### src/rtl/wkd_pkg.sv
package wkd_pkg;
  typedef enum logic [2:0] {
    WK_IDLE,
    WK_DOM1,
    WK_REC,
    WK_DOM2,
    WK_WOKE
  } wk_state_t;
endpackage

### src/rtl/wkd_filter.sv
// Level filter: output takes a new bus level only after that level has
// been present for FILT_CYC consecutive samples.
module wkd_filter #(
  parameter int FILT_CYC = 50
) (
  input  logic clk,
  input  logic clr,
  input  logic raw,
  output logic filt
);
  localparam int CW = $clog2(FILT_CYC + 1);
  localparam logic [CW-1:0] LAST = CW'(FILT_CYC - 1);

  logic [CW-1:0] run_cnt;

  always_ff @(posedge clk) begin
    if (clr) begin
      filt    <= 1'b0;
      run_cnt <= '0;
    end else if (raw == filt) begin
      run_cnt <= '0;
    end else if (run_cnt == LAST) begin
      filt    <= raw;
      run_cnt <= '0;
    end else begin
      run_cnt <= run_cnt + 1'b1;
    end
  end
endmodule

### src/rtl/wkd_satcnt.sv
// Saturating cycle counter with a load-to-one restart.
module wkd_satcnt #(
  parameter int MAXV = 100
) (
  input  logic clk,
  input  logic clr,
  input  logic load1,
  input  logic inc,
  output logic at_max
);
  localparam int CW = $clog2(MAXV + 1);
  localparam logic [CW-1:0] TOP = CW'(MAXV);

  logic [CW-1:0] cnt;

  always_ff @(posedge clk) begin
    if (clr)
      cnt <= '0;
    else if (load1)
      cnt <= CW'(1);
    else if (inc && cnt != TOP)
      cnt <= cnt + 1'b1;
  end

  assign at_max = (cnt == TOP);
endmodule

### src/rtl/wkd_seq.sv
// Phase sequencer: dominant, recessive, dominant, checked against a
// per-phase minimum and an overall window.
module wkd_seq
  import wkd_pkg::*;
#(
  parameter int PHASE_MIN_CYC = 100,
  parameter int TIMEOUT_CYC   = 100000
) (
  input  logic clk,
  input  logic clr,
  input  logic filt,
  output logic wake_pulse,
  output logic woke
);
  wk_state_t st_q, st_d;
  logic ph_load, ph_inc, ph_max;
  logic win_load, win_inc, win_exp;
  logic wake_d;

  wkd_satcnt #(.MAXV(PHASE_MIN_CYC)) u_phase (
    .clk(clk), .clr(clr), .load1(ph_load), .inc(ph_inc), .at_max(ph_max)
  );

  wkd_satcnt #(.MAXV(TIMEOUT_CYC)) u_window (
    .clk(clk), .clr(clr), .load1(win_load), .inc(win_inc), .at_max(win_exp)
  );

  always_comb begin
    st_d     = st_q;
    ph_load  = 1'b0;
    ph_inc   = 1'b0;
    win_load = 1'b0;
    wake_d   = 1'b0;
    win_inc  = (st_q == WK_DOM1) || (st_q == WK_REC) || (st_q == WK_DOM2);
    unique case (st_q)
      WK_IDLE: begin
        if (filt) begin
          st_d     = WK_DOM1;
          ph_load  = 1'b1;
          win_load = 1'b1;
        end
      end
      WK_DOM1: begin
        if (win_exp) begin
          st_d = WK_IDLE;
        end else if (!filt) begin
          if (ph_max) begin
            st_d    = WK_REC;
            ph_load = 1'b1;
          end else begin
            st_d = WK_IDLE;
          end
        end else begin
          ph_inc = 1'b1;
        end
      end
      WK_REC: begin
        if (win_exp) begin
          st_d = WK_IDLE;
        end else if (filt) begin
          ph_load = 1'b1;
          if (ph_max) begin
            st_d = WK_DOM2;
          end else begin
            st_d     = WK_DOM1;
            win_load = 1'b1;
          end
        end else begin
          ph_inc = 1'b1;
        end
      end
      WK_DOM2: begin
        if (win_exp) begin
          st_d = WK_IDLE;
        end else if (ph_max) begin
          st_d   = WK_WOKE;
          wake_d = 1'b1;
        end else if (!filt) begin
          st_d = WK_IDLE;
        end else begin
          ph_inc = 1'b1;
        end
      end
      WK_WOKE: st_d = WK_WOKE;
      default: st_d = WK_IDLE;
    endcase
  end

  always_ff @(posedge clk) begin
    if (clr) begin
      st_q       <= WK_IDLE;
      wake_pulse <= 1'b0;
    end else begin
      st_q       <= st_d;
      wake_pulse <= wake_d;
    end
  end

  assign woke = (st_q == WK_WOKE);
endmodule

### src/rtl/wake_seq_detector.sv
module wake_seq_detector #(
  parameter int FILT_CYC      = 50,
  parameter int PHASE_MIN_CYC = 100,
  parameter int TIMEOUT_CYC   = 100000
) (
  input  logic clk,
  input  logic rst,
  input  logic bus_dom,
  input  logic in_normal,
  input  logic io_uv,
  output logic wake_pulse,
  output logic rx_out
);
  logic filt_lvl;
  logic woke;
  logic seq_clr;
  logic filt_clr;

  assign seq_clr  = rst | in_normal | io_uv;
  assign filt_clr = rst | io_uv;

  wkd_filter #(.FILT_CYC(FILT_CYC)) u_filt (
    .clk(clk), .clr(filt_clr), .raw(bus_dom), .filt(filt_lvl)
  );

  wkd_seq #(.PHASE_MIN_CYC(PHASE_MIN_CYC), .TIMEOUT_CYC(TIMEOUT_CYC)) u_seq (
    .clk(clk), .clr(seq_clr), .filt(filt_lvl), .wake_pulse(wake_pulse), .woke(woke)
  );

  always_ff @(posedge clk) begin
    if (seq_clr)
      rx_out <= 1'b1;
    else
      rx_out <= woke ? ~filt_lvl : 1'b1;
  end
endmodule

### config.mk
export PLATFORM = sky130hd
export DESIGN_NAME = wake_seq_detector
export DESIGN_NICKNAME = d
export VERILOG_FILES = /design/src/rtl/wkd_pkg.sv /design/src/rtl/wkd_filter.sv /design/src/rtl/wkd_satcnt.sv /design/src/rtl/wkd_seq.sv /design/src/rtl/wake_seq_detector.sv
export SDC_FILE = /design/constraint.sdc
export NUM_CORES = 1
export LEC_CHECK = 0
export CAP_MARGIN = 20
export CELL_PAD_IN_SITES_DETAIL_PLACEMENT = 2
export CELL_PAD_IN_SITES_GLOBAL_PLACEMENT = 2
export CORE_MARGIN = 3
export CORE_UTILIZATION = 30
export DETAILED_ROUTE_END_ITERATION = 6
export PLACE_DENSITY_LB_ADDON = 0.12
export SLEW_MARGIN = 20
export SYNTH_ARGS = -nofsm -noshare
export SYNTH_HDL_FRONTEND = slang
export SYNTH_HIERARCHICAL = 1
export SYNTH_SLANG_ARGS = --single-unit
export TNS_END_PERCENT = 20
### constraint.sdc
create_clock -name clk -period 3.3 [get_ports clk]
set_clock_uncertainty 0.15 [all_clocks]
set_input_delay 0.66 -clock clk [delete_from_list [all_inputs] [get_ports clk]]
set_output_delay 0.66 -clock clk [all_outputs]
set_load 0.05 [all_outputs]
Word-level counts from Yosys, hierarchy flattened
Cells that the tools add are included.

Output and inout bits: 2. Input bits: 5. Bits in registers: 36. Word-level logic and storage cells: 77.

Bitwise gates (word level): 7. Eq/ne operators: 14. Mux-type cells: 30. $add $sub $neg: 3. Reductions and logical operators: 14.

Operators with widths (number): 3-bit 2-to-1 mux (8); 17-bit by 1-bit adder with 17-bit output, second input constant (1); 17-bit == test, second input constant (1); 17-bit inequality test, second input constant (1); 1-bit 2-to-1 mux (16); 3-bit one-hot mux with 5 select lines (1); 7-bit by 1-bit adder with 7-bit output, second input constant (1); 7-bit == test, second input constant (1); 7-bit inequality test, second input constant (1); 6-bit by 1-bit adder with 6-bit output, second input constant (1); 3-bit by 2-bit == test with 1-bit output, second input constant (2); 6-bit == test, second input constant (1); 3-bit inequality test, second input constant (2); 1-bit one-hot mux with 3 select lines (2); 2-bit OR reduction (3); 3-bit OR reduction (2); 2-bit 2-to-1 mux (2); 4-bit by 3-bit inequality test with 1-bit output, second input constant (1); 1-bit inverter (4); 4-bit AND reduction (1); 2-bit nonzero test (2); 3-bit by 1-bit == test with 1-bit output, second input constant (1); 3-bit == test, second input constant (1); 3-bit zero test (1); other kinds (7) (11).

Depth between registers and ports, before layout
Gate-level depths: netlist (run 1).

Word-level depth: 7. Gate-level depth with buffers: 10. Mapped depth without buffers: 10.

Cells and area by module
Netlist (run 1), hierarchy kept.

Modules (own cells, without submodules): wkd_satcnt (u_seq.u_window) (area each 905.9 sq um, cells an instance 109, seq. area each 340.3 sq um, times used 1); wkd_satcnt (u_seq.u_phase) (area each 385.4 sq um, cells an instance 44, seq. area each 140.1 sq um, times used 1); wkd_filter (area each 314.1 sq um, cells an instance 32, seq. area each 140.1 sq um, times used 1); wkd_seq (area each 272.8 sq um, cells an instance 32, seq. area each 80.1 sq um, times used 1); wake_seq_detector (area each 45.0 sq um, cells an instance 5, seq. area each 20.0 sq um, times used 1).

Least setup slack after synthesis (run 1)
Ideal clock, no wire load.

Path type: flip-flop to flip-flop. Start point: reg u_seq.u_window.cnt[6]. End point: reg u_seq.u_window.cnt[2]. Slack: 312 ps. Required time: 3090 ps. Arrival time: 2778 ps. Period minus slack after synthesis: 2988 ps. Cell stages (with the launch flop): 9. Setup time: 60 ps. Buffers on the path: 1. Cell sequence: dfxtp_1 > or4b_2 > nor4_1 > o21ai_0 > nor4b_1 > or2_2 > clkbuf_1 > a311oi_1 > a41o_1.

Cells in the longest elaborated chain, start to end: 4. Elaborated cells between the ends (all ways): 6. Those cells by class: eq/ne: 2; mux: 2; reduce/logical: 2.

Ends and longest elaborated chain: start, declared (RTL line wkd_satcnt.sv:14) `logic [CW-1:0] cnt;`; start signal, assigned (RTL line wkd_satcnt.sv:22) `cnt <= cnt + 1'b1;`; 17-bit == test (RTL line wkd_satcnt.sv:25) `assign at_max = (cnt == TOP);`; net u_seq.win_exp (RTL line wkd_seq.sv:17) `logic win_load, win_inc, win_exp;`; 1-bit 2-to-1 mux (RTL line wkd_seq.sv:58) `if (win_exp) begin`; 1-bit one-hot mux with 2 select lines (RTL line wkd_seq.sv:35) `unique case (st_q)`; net u_seq.win_load (RTL line wkd_seq.sv:17); 2-bit OR reduction (no source line).

The timed path passes the listed nets, and every way through them passes these cells. A chain may end at the register's enable or synchronous reset.

Worst setup path after layout (run 1)
Start point: reg u_seq.u_phase.cnt[0]. End point: reg u_seq.u_phase.cnt[0].

Cells in the longest elaborated chain, start to end: 6. Elaborated cells between the ends (all ways): 14. Those cells by class: add/sub: 1; eq/ne: 2; mux: 9; reduce/logical: 2.

Ends and longest elaborated chain: start, declared (RTL line wkd_satcnt.sv:14); start signal, assigned (RTL line wkd_satcnt.sv:22); 7-bit == test (*) (RTL line wkd_satcnt.sv:25); net u_seq.ph_max (RTL line wkd_seq.sv:16) `logic ph_load, ph_inc, ph_max;`; 1-bit 2-to-1 mux (*) (RTL line wkd_seq.sv:47) `if (ph_max) begin`; 1-bit 2-to-1 mux (*) (RTL line wkd_seq.sv:46) `end else if (!filt) begin`; 1-bit 2-to-1 mux (*) (RTL line wkd_seq.sv:44) `if (win_exp) begin`; 1-bit one-hot mux with 3 select lines (*) (RTL line wkd_seq.sv:35); net u_seq.ph_load (RTL line wkd_seq.sv:16); 1-bit 2-to-1 mux or 2-bit nonzero test (tied branches).

Mark *: on every way through the listed nets, which the timed path passes. The rest lies on a longest branch. The select of a mux whose other input is x is not followed.

==> impl_metrics.csv, run 1 <==
group,metric,value,unit
drt,wl,5008,microns
timing,grt_setup_unrepaired,"false",
yosys,synth_warnings,6,
min_path,min_path_type,"register to register",
clock_network,holdBufCountCts,0,
worst_setup_path,crit_chain,"inv_1 -> ha_1 -> and4bb_4 -> and2_1 -> nand2_1 -> or4_1 -> a21oi_1 -> nor2_1 -> a2111oi_2",
pwr,intPower,0.6667,mW
drt,drc,0,
grt,grt-ovfl-total,0,
worst_setup_path,reg2reg_from,"u_seq/u_phase/cnt[0]$_SDFFE_PP0P_",
yosys,synth_top_area_share,0.3748,
worst_setup_path,slowest_stage,"or4_1",
drt,first_pass_iters,4,
timing,slew-limit-headroom,0.6644,
die,rows,28,
worst_setup_path,critical_path_class,"register to register",
pwr,comb_power_share,0.020,
job,drv_cap,0,
timing,hold_viol_final,0,
placed_design,dp_hpwl,3777,microns
yosys,avgSynthCellArea,8.663,sq um
timing,fmax,346.3,MHz
final_layout,final_nets,243,
clock_network,tritoncts,"built",
drt,wl_per_cell,16.26,microns
yosys,async_flop_share,0,
yosys,syn_nets,233,
final_layout,antenna_cells,0,
grt,grt_pass1_wl,8645,microns
yosys,syn_area,1923,sq um
pwr,clkPwrFrac,0.465,
final_layout,fin_area,2175,sq um
placed_design,portBuffers,6,
clock_network,cts_root_buf,"clkbuf_8",
grt,grt_pass1_vias,1808,
min_path,worstHoldStart,"u_seq/u_phase/cnt[6]$_SDFFE_PP0P_",
final_layout,syn_to_final_growth,13.08,%
yosys,netlist_top_cells_area,"dfxtp_1 (37%), nor2_1 (4.1%), ha_1 (3.9%), a21oi_1 (3.4%), xnor2_1 (3.2%)",
timing,min_period,2888,ps
timing,finalSetupViolations,0,
die,core,6061,sq um
pwr,ir_worst_vdd,0.1793,mV
die,die_area,7407,sq um
pwr,p_leak,0.6612,nW
yosys,synth_cells,222,
clock_network,cts-resized-gates,0,
clock_network,clock_latency,290,ps
die,die_y,86.07,microns
worst_setup_path,critPathMaxStageDelay,420,ps
worst_setup_path,critPathLaunchType,"register",
worst_setup_path,setup.worst_path.start,"u_seq/u_phase/cnt[0]$_SDFFE_PP0P_",
clock_network,cts_setup_buffers,0,
yosys,ys.flop_type,"dfxtp_1",
worst_setup_path,crit_path_max_fanout,8,
worst_setup_path,cp.arrival,2930,ps
placed_design,place.gp.congestion,0.7949,
grt,grt_max_degree,15,
die,io-pin-count,7,
drt,initialDrtViolationCount,34,
placed_design,post_dp_cell_area,2067,sq um
worst_setup_path,required,3340,ps
worst_setup_path,path_buf_inv,1,
clock_network,cts.clk_slew.worst_paths,80,ps
pwr,seq_power_share,0.515,
worst_setup_path,crit_family,"simple AND/OR/NAND/NOR gates",
drt,ant_nets,0,
clock_network,cts_sinks,36,
final_layout,drive_gt1_frac,0.1245,
die,start_util,0.3173,
pwr,powerDensity,388.8,nW/um^2
yosys,synth-edff-count,0,
timing,timing.setup.tns,0,ps
clock_network,numCtsBuffers,5,
yosys,synth-seq-cells,36,
timing,tightest_slew,501.8,ps
pwr,p_sw,0.1787,mW
worst_setup_path,crit_path_end_kind,"register",
timing,fin_crit_sh,0.8751,
timing,finalMaxSlewViolations,0,
yosys,synth_cell_types,59,
grt,grt_util_all_layers,0.1462,
clock_network,htreeDepth,2,
grt,antenna_found_initial,0,
status,outcome,"finished clean",
pwr,p_sw_frac,0.2114,
die,die_w,86.07,microns
clock_network,cts_buffer_depth,2,
yosys,synth_area_leader_cell,"dfxtp_1",
final_layout,fillers,688,
yosys,yosysSeqAreaShare,0.3748,
drt,via_per_inst,5.464,
drt,vias,1683,
-- cell families after synthesis --
logic type	synth area share
xor gates and xnor gates	0.06376
muxes	0.01041
adders and majority gates	0.03904
AOI/OAI and AO/OA	0.1522
DFF	0.3748
buffers and inverters	0.04620
and+or+nand+nor	0.3136
-- cell type report --
class / count / area, sq um / share of cell area
Clock buffer: 6 / 72.57 / 0.03337
Clock inverter: 2 / 35.03 / 0.01611
Inverter: 13 / 48.80 / 0.02244
Multi-Input combinational cell: 166 / 1114 / 0.5121
Sequential cell: 36 / 720.7 / 0.3314
Tap cell: 75 / 93.84 / 0.04315
Timing Repair Buffer: 10 / 90.09 / 0.04143
-- synthesized netlist by cell type (all sizes together), types with 4 or more instances --
| library cell | number |
|---|---|
| inv | 13 |
| a21oi | 14 |
| or3 | 9 |
| dfxtp | 36 |
| nand3 | 12 |
| xnor2 | 7 |
| o21ai | 10 |
| nor3 | 4 |
| nor4 | 5 |
| nand2 | 15 |
| xor2 | 7 |
| ha | 6 |
| buf | 5 |
| nand4 | 9 |
| nor2 | 21 |
-- sequential cells by signal (all words and copies together) (netlist names) --
name,count
rx_out,1
u_filt/filt,1
u_filt/run_cnt,6
u_seq/st_q,3
u_seq/u_phase/cnt,7
u_seq/u_window/cnt,17
u_seq/wake_pulse,1
-- metal layers --
layer | wire [microns] | GRT usage
met5 | 0 | 0
met4 | 93 | 0.05468
met3 | 125 | 0.03266
met2 | 2616 | 0.2621
met1 | 2172 | 0.1679
-- power groups by stage --
stage / Combinational (mW) / Clock (mW) / Sequential [mW]
4_1_cts: 0.0174 / 0.406 / 0.435
6_report: 0.0170 / 0.393 / 0.435
2_1_floorplan: 0.00833 / 0 / 0.445
5_1_grt: 0.0186 / 0.426 / 0.436
3_3_place_gp: 0.0164 / 0 / 0.446
3_5_place_dp: 0.0173 / 0 / 0.446
-- through the flow --
stage | util | total power, mW | hold slack (ps) | worst slack [ps] | std cells
2_1_floorplan | - | 0.4538 | 294.6 | 312.0 | 222
3_3_place_gp | 0.3410 | 0.4620 | 313.1 | 549.0 | 300
3_5_place_dp | 0.3410 | 0.4630 | 337.9 | 445.8 | 300
4_1_cts | 0.3588 | 0.8591 | 353.9 | 415.5 | 308
5_1_grt | 0.3588 | 0.8802 | 376.5 | 188.5 | 308
6_report | 0.3588 | 0.8454 | 343.7 | 412.2 | 308
-- cell usage in the layout (no fill, tap or decap), types with 6 or more instances in the layout --
master / synthesis / layout
nand3_1: 10 / 10
xnor2_1: 7 / 7
ha_1: 6 / 6
a21oi_1: 13 / 13
nand2_1: 14 / 14
o21ai_0: 9 / 9
or3_1: 9 / 9
nor2_1: 21 / 21
nand4_1: 9 / 9
dfxtp_1: 36 / 36
xor2_1: 7 / 7
clkdlybuf4s50_1: 0 / 6
inv_1: 13 / 13
-- tightest hold or removal path: cells and delay by family, from the launching register on --
kind	cells	cell delay, ps
compound gates	2	130
flops	1	330
-- final timing paths --
check | depth (start not counted) | endpoint | slack (ps)
setup reg to reg | 9 | u_seq/u_phase/cnt[0]$_SDFFE_PP0P_ | 410
hold reg to reg | 2 | u_seq/u_phase/cnt[6]$_SDFFE_PP0P_ | 340
hold / removal | 2 | u_seq/u_phase/cnt[6]$_SDFFE_PP0P_ | 340
setup / recovery | 9 | u_seq/u_phase/cnt[0]$_SDFFE_PP0P_ | 410
Power figures use the tool's default switching activity.
==> inputs of run 2 (changes only) <==
Settings changed: GPL_TIMING_DRIVEN set to 0.
==> run 2 against run 1 <==
Against the previous run: non-clock buffer count rose by 4; largest power group unchanged; sequential cell count stayed put; combinational power barely moved; wire length fell by 0.42%; final cell count is 0.32% higher; global-route usage is essentially flat; hold slack worse by 5.2 ps; die area did not move; first-iteration DRC count is 71% higher; register-to-register slack worse by 300 ps.
==> impl_metrics.csv, run 2 (synthesis gave the netlist of run 1 again) <==
group,metric,value,unit
worst_setup_path,setup.worst_path.start,"u_seq/u_window/cnt[6]$_SDFFE_PP0P_",
grt,antenna_found_initial,0,
die,die_area,7407,sq um
worst_setup_path,reg2reg_slack,110,ps
clock_network,cts.clk_slew.worst_paths,70,ps
final_layout,fillers,701,
timing,finalMaxSlewViolations,0,
worst_setup_path,required,3360,ps
clock_network,tritoncts,"built",
grt,grt_pass1_vias,1840,
placed_design,numPlacedInstances,304,
drt,via_per_inst,5.524,
clock_network,numCtsBuffers,5,
worst_setup_path,slowest_stage,"or4b_2",
drt,wl_per_cell,16.14,microns
placed_design,post-place-ws,-63.93,ps
final_layout,reg_top3,"u_seq/u_window/cnt (17), u_seq/u_phase/cnt (7), u_filt/run_cnt (6)",
placed_design,place.gp.congestion,0.8250,
worst_setup_path,crit_path_end_kind,"register",
grt,grt_pass1_wl,8735,microns
worst_setup_path,critPathLaunchType,"register",
clock_network,htreeDepth,2,
timing,finalSetupViolations,0,
grt,grt-ovfl-total,0,
clock_network,cts_buffer_depth,2,
die,io-pin-count,7,
die,die_y,86.07,microns
min_path,min_path_cells,1,
drt,ant_nets,0,
worst_setup_path,crit_chain,"or4b_2 -> nor4_4 -> buf_2 -> o21ai_0 -> nor4b_1 -> or2_2 -> clkbuf_1 -> clkbuf_1 -> a21oi_1",
worst_setup_path,path_buf_inv,3,
pwr,powerDensity,338.8,nW/um^2
final_layout,antenna_cells,0,
worst_setup_path,critical_path_class,"register to register",
worst_setup_path,rr_worst_depth,9,
pwr,p_sw_frac,0.2134,
die,die_w,86.07,microns
status,outcome,"finished clean",
worst_setup_path,cp.arrival,3250,ps
clock_network,cts_root_buf,"clkbuf_8",
clock_network,clock_latency,280,ps
timing,tightest_slew,517.2,ps
job,drv_cap,0,
worst_setup_path,reg2reg_from,"u_seq/u_window/cnt[6]$_SDFFE_PP0P_",
die,start_util,0.3173,
final_layout,drive_gt1_frac,0.1282,
pwr,intPower,0.5784,mW
placed_design,portBuffers,6,
worst_setup_path,critPathMaxStageDelay,740,ps
drt,first_pass_iters,4,
timing,slew-limit-headroom,0.6552,
die,core,6061,sq um
timing,min_period,3190,ps
final_layout,finish.utilization,0.3582,
timing,worst_slack,109.8,ps
final_layout,fin_cells,309,
pwr,finalPower,0.7354,mW
drt,vias,1707,
worst_setup_path,crit_path_frequent_cell,"clkbuf_1",
worst_setup_path,crit_path_max_fanout,10,
drt,drc,0,
grt,grt_util_all_layers,0.1465,
final_layout,regMostFlops,"u_seq/u_window/cnt",
pwr,ir_worst_vdd,0.1352,mV
drt,initialDrtViolationCount,58,
grt,grt_max_degree,11,
drt,wl,4987,microns
pwr,p_sw,0.1570,mW
placed_design,dp_hpwl,3822,microns
worst_setup_path,path_depth,9,
timing,fmax,313.5,MHz
timing,timing.setup.tns,0,ps
min_path,holdPathEnd,"u_filt/run_cnt[0]$_SDFF_PP0_",
final_layout,layout_commonest_cell,"dfxtp_1",
timing,grt_setup_unrepaired,"true",
min_path,worstHoldStart,"u_filt/run_cnt[0]$_SDFF_PP0_",
final_layout,largest_reg_flops,17,
die,rows,28,
pwr,p_leak,0.6718,nW
final_layout,final_nets,247,
final_layout,syn_to_final_growth,12.88,%
clock_network,cts_sinks,36,
pwr,comb_power_share,0.023,
worst_setup_path,reg2reg_to,"u_seq/u_window/cnt[1]$_SDFFE_PP0P_",
min_path,min_path_type,"register to register",
timing,fin_crit_sh,0.9667,
clock_network,holdBufCountCts,0,
worst_setup_path,crit_family,"simple AND/OR/NAND/NOR gates",
pwr,seq_power_share,0.592,
timing,hold_viol_final,0,
pwr,clkPwrFrac,0.384,
final_layout,mostFrequentLayoutCells,"dfxtp_1 (36), nor2_1 (21), nand2_1 (14)",
-- run 2: cell count changes in the layout (fill, tap and decap cells not counted), sizes merged --
cell,before,now
buf,4,6
clkinv,1,0
clkbuf,6,7
bufinv,1,0
-- run 2: worst reg2reg max path, stage by stage (launching register included) --
cell and delay, ps:
dfxtp_1 360, or4b_2 740, nor4_4 340, buf_2 240, o21ai_0 110, nor4b_1 160, or2_2 300, clkbuf_1 210
clkbuf_1 310, a21oi_1 180
-- run 2: what timing repair did --
| item | CTS | global route |
|---|---|---|
| resized for setup | 1 | 2 |
| endpoints found under the setup margin | 10 | 14 |
| buffers inserted | 0 | 0 |
-- run 2: through the flow --
stage	hold slack, ps	instance area, sq um
6_report	338.5	2171
5_1_grt	371.3	2171
4_1_cts	343.1	2157
3_5_place_dp	327.1	2082
3_3_place_gp	312.1	2077
2_1_floorplan	294.6	1923
-- run 2: metal layers --
| layer | track usage | wire length, microns |
|---|---|---|
| met2 | 0.2516 | 2508 |
| met4 | 0.03885 | 57 |
| met5 | 0 | 0 |
| met1 | 0.1863 | 2295 |
| met3 | 0.02882 | 126 |
-- run 2: how the worst max path moves through the flow --
| stage | endpoint |
|---|---|
| after global routing | u_seq/u_window/cnt[3]$_SDFFE_PP0P_ |
| after global placement | u_seq/u_window/cnt[1]$_SDFFE_PP0P_ |
| after detailed placement | u_seq/u_window/cnt[1]$_SDFFE_PP0P_ |
| after CTS | u_seq/u_window/cnt[1]$_SDFFE_PP0P_ |
| after floorplan | u_seq/u_window/cnt[2]$_SDFFE_PP0P_ |
| final | u_seq/u_window/cnt[1]$_SDFFE_PP0P_ |
-- run 2: power by group through the flow --
stage	registers [mW]	clock network, mW	logic, mW
after floorplan	0.445	0	0.00833
after global placement	0.446	0	0.0163
after detailed placement	0.446	0	0.0176
after CTS	0.436	0.296	0.0178
after global routing	0.435	0.317	0.0190
final	0.436	0.282	0.0172
-- run 2: final cells by class --
class,count,area [sq um],share of cell area
clock buffers,5,68.82,0.03170
repair buffers,7,65.06,0.02997
inverters,13,48.80,0.02248
well taps,75,93.84,0.04323
plain buffers,7,40.04,0.01844
multi-input cells,166,1134,0.5222
flip-flops and latches,36,720.7,0.3320
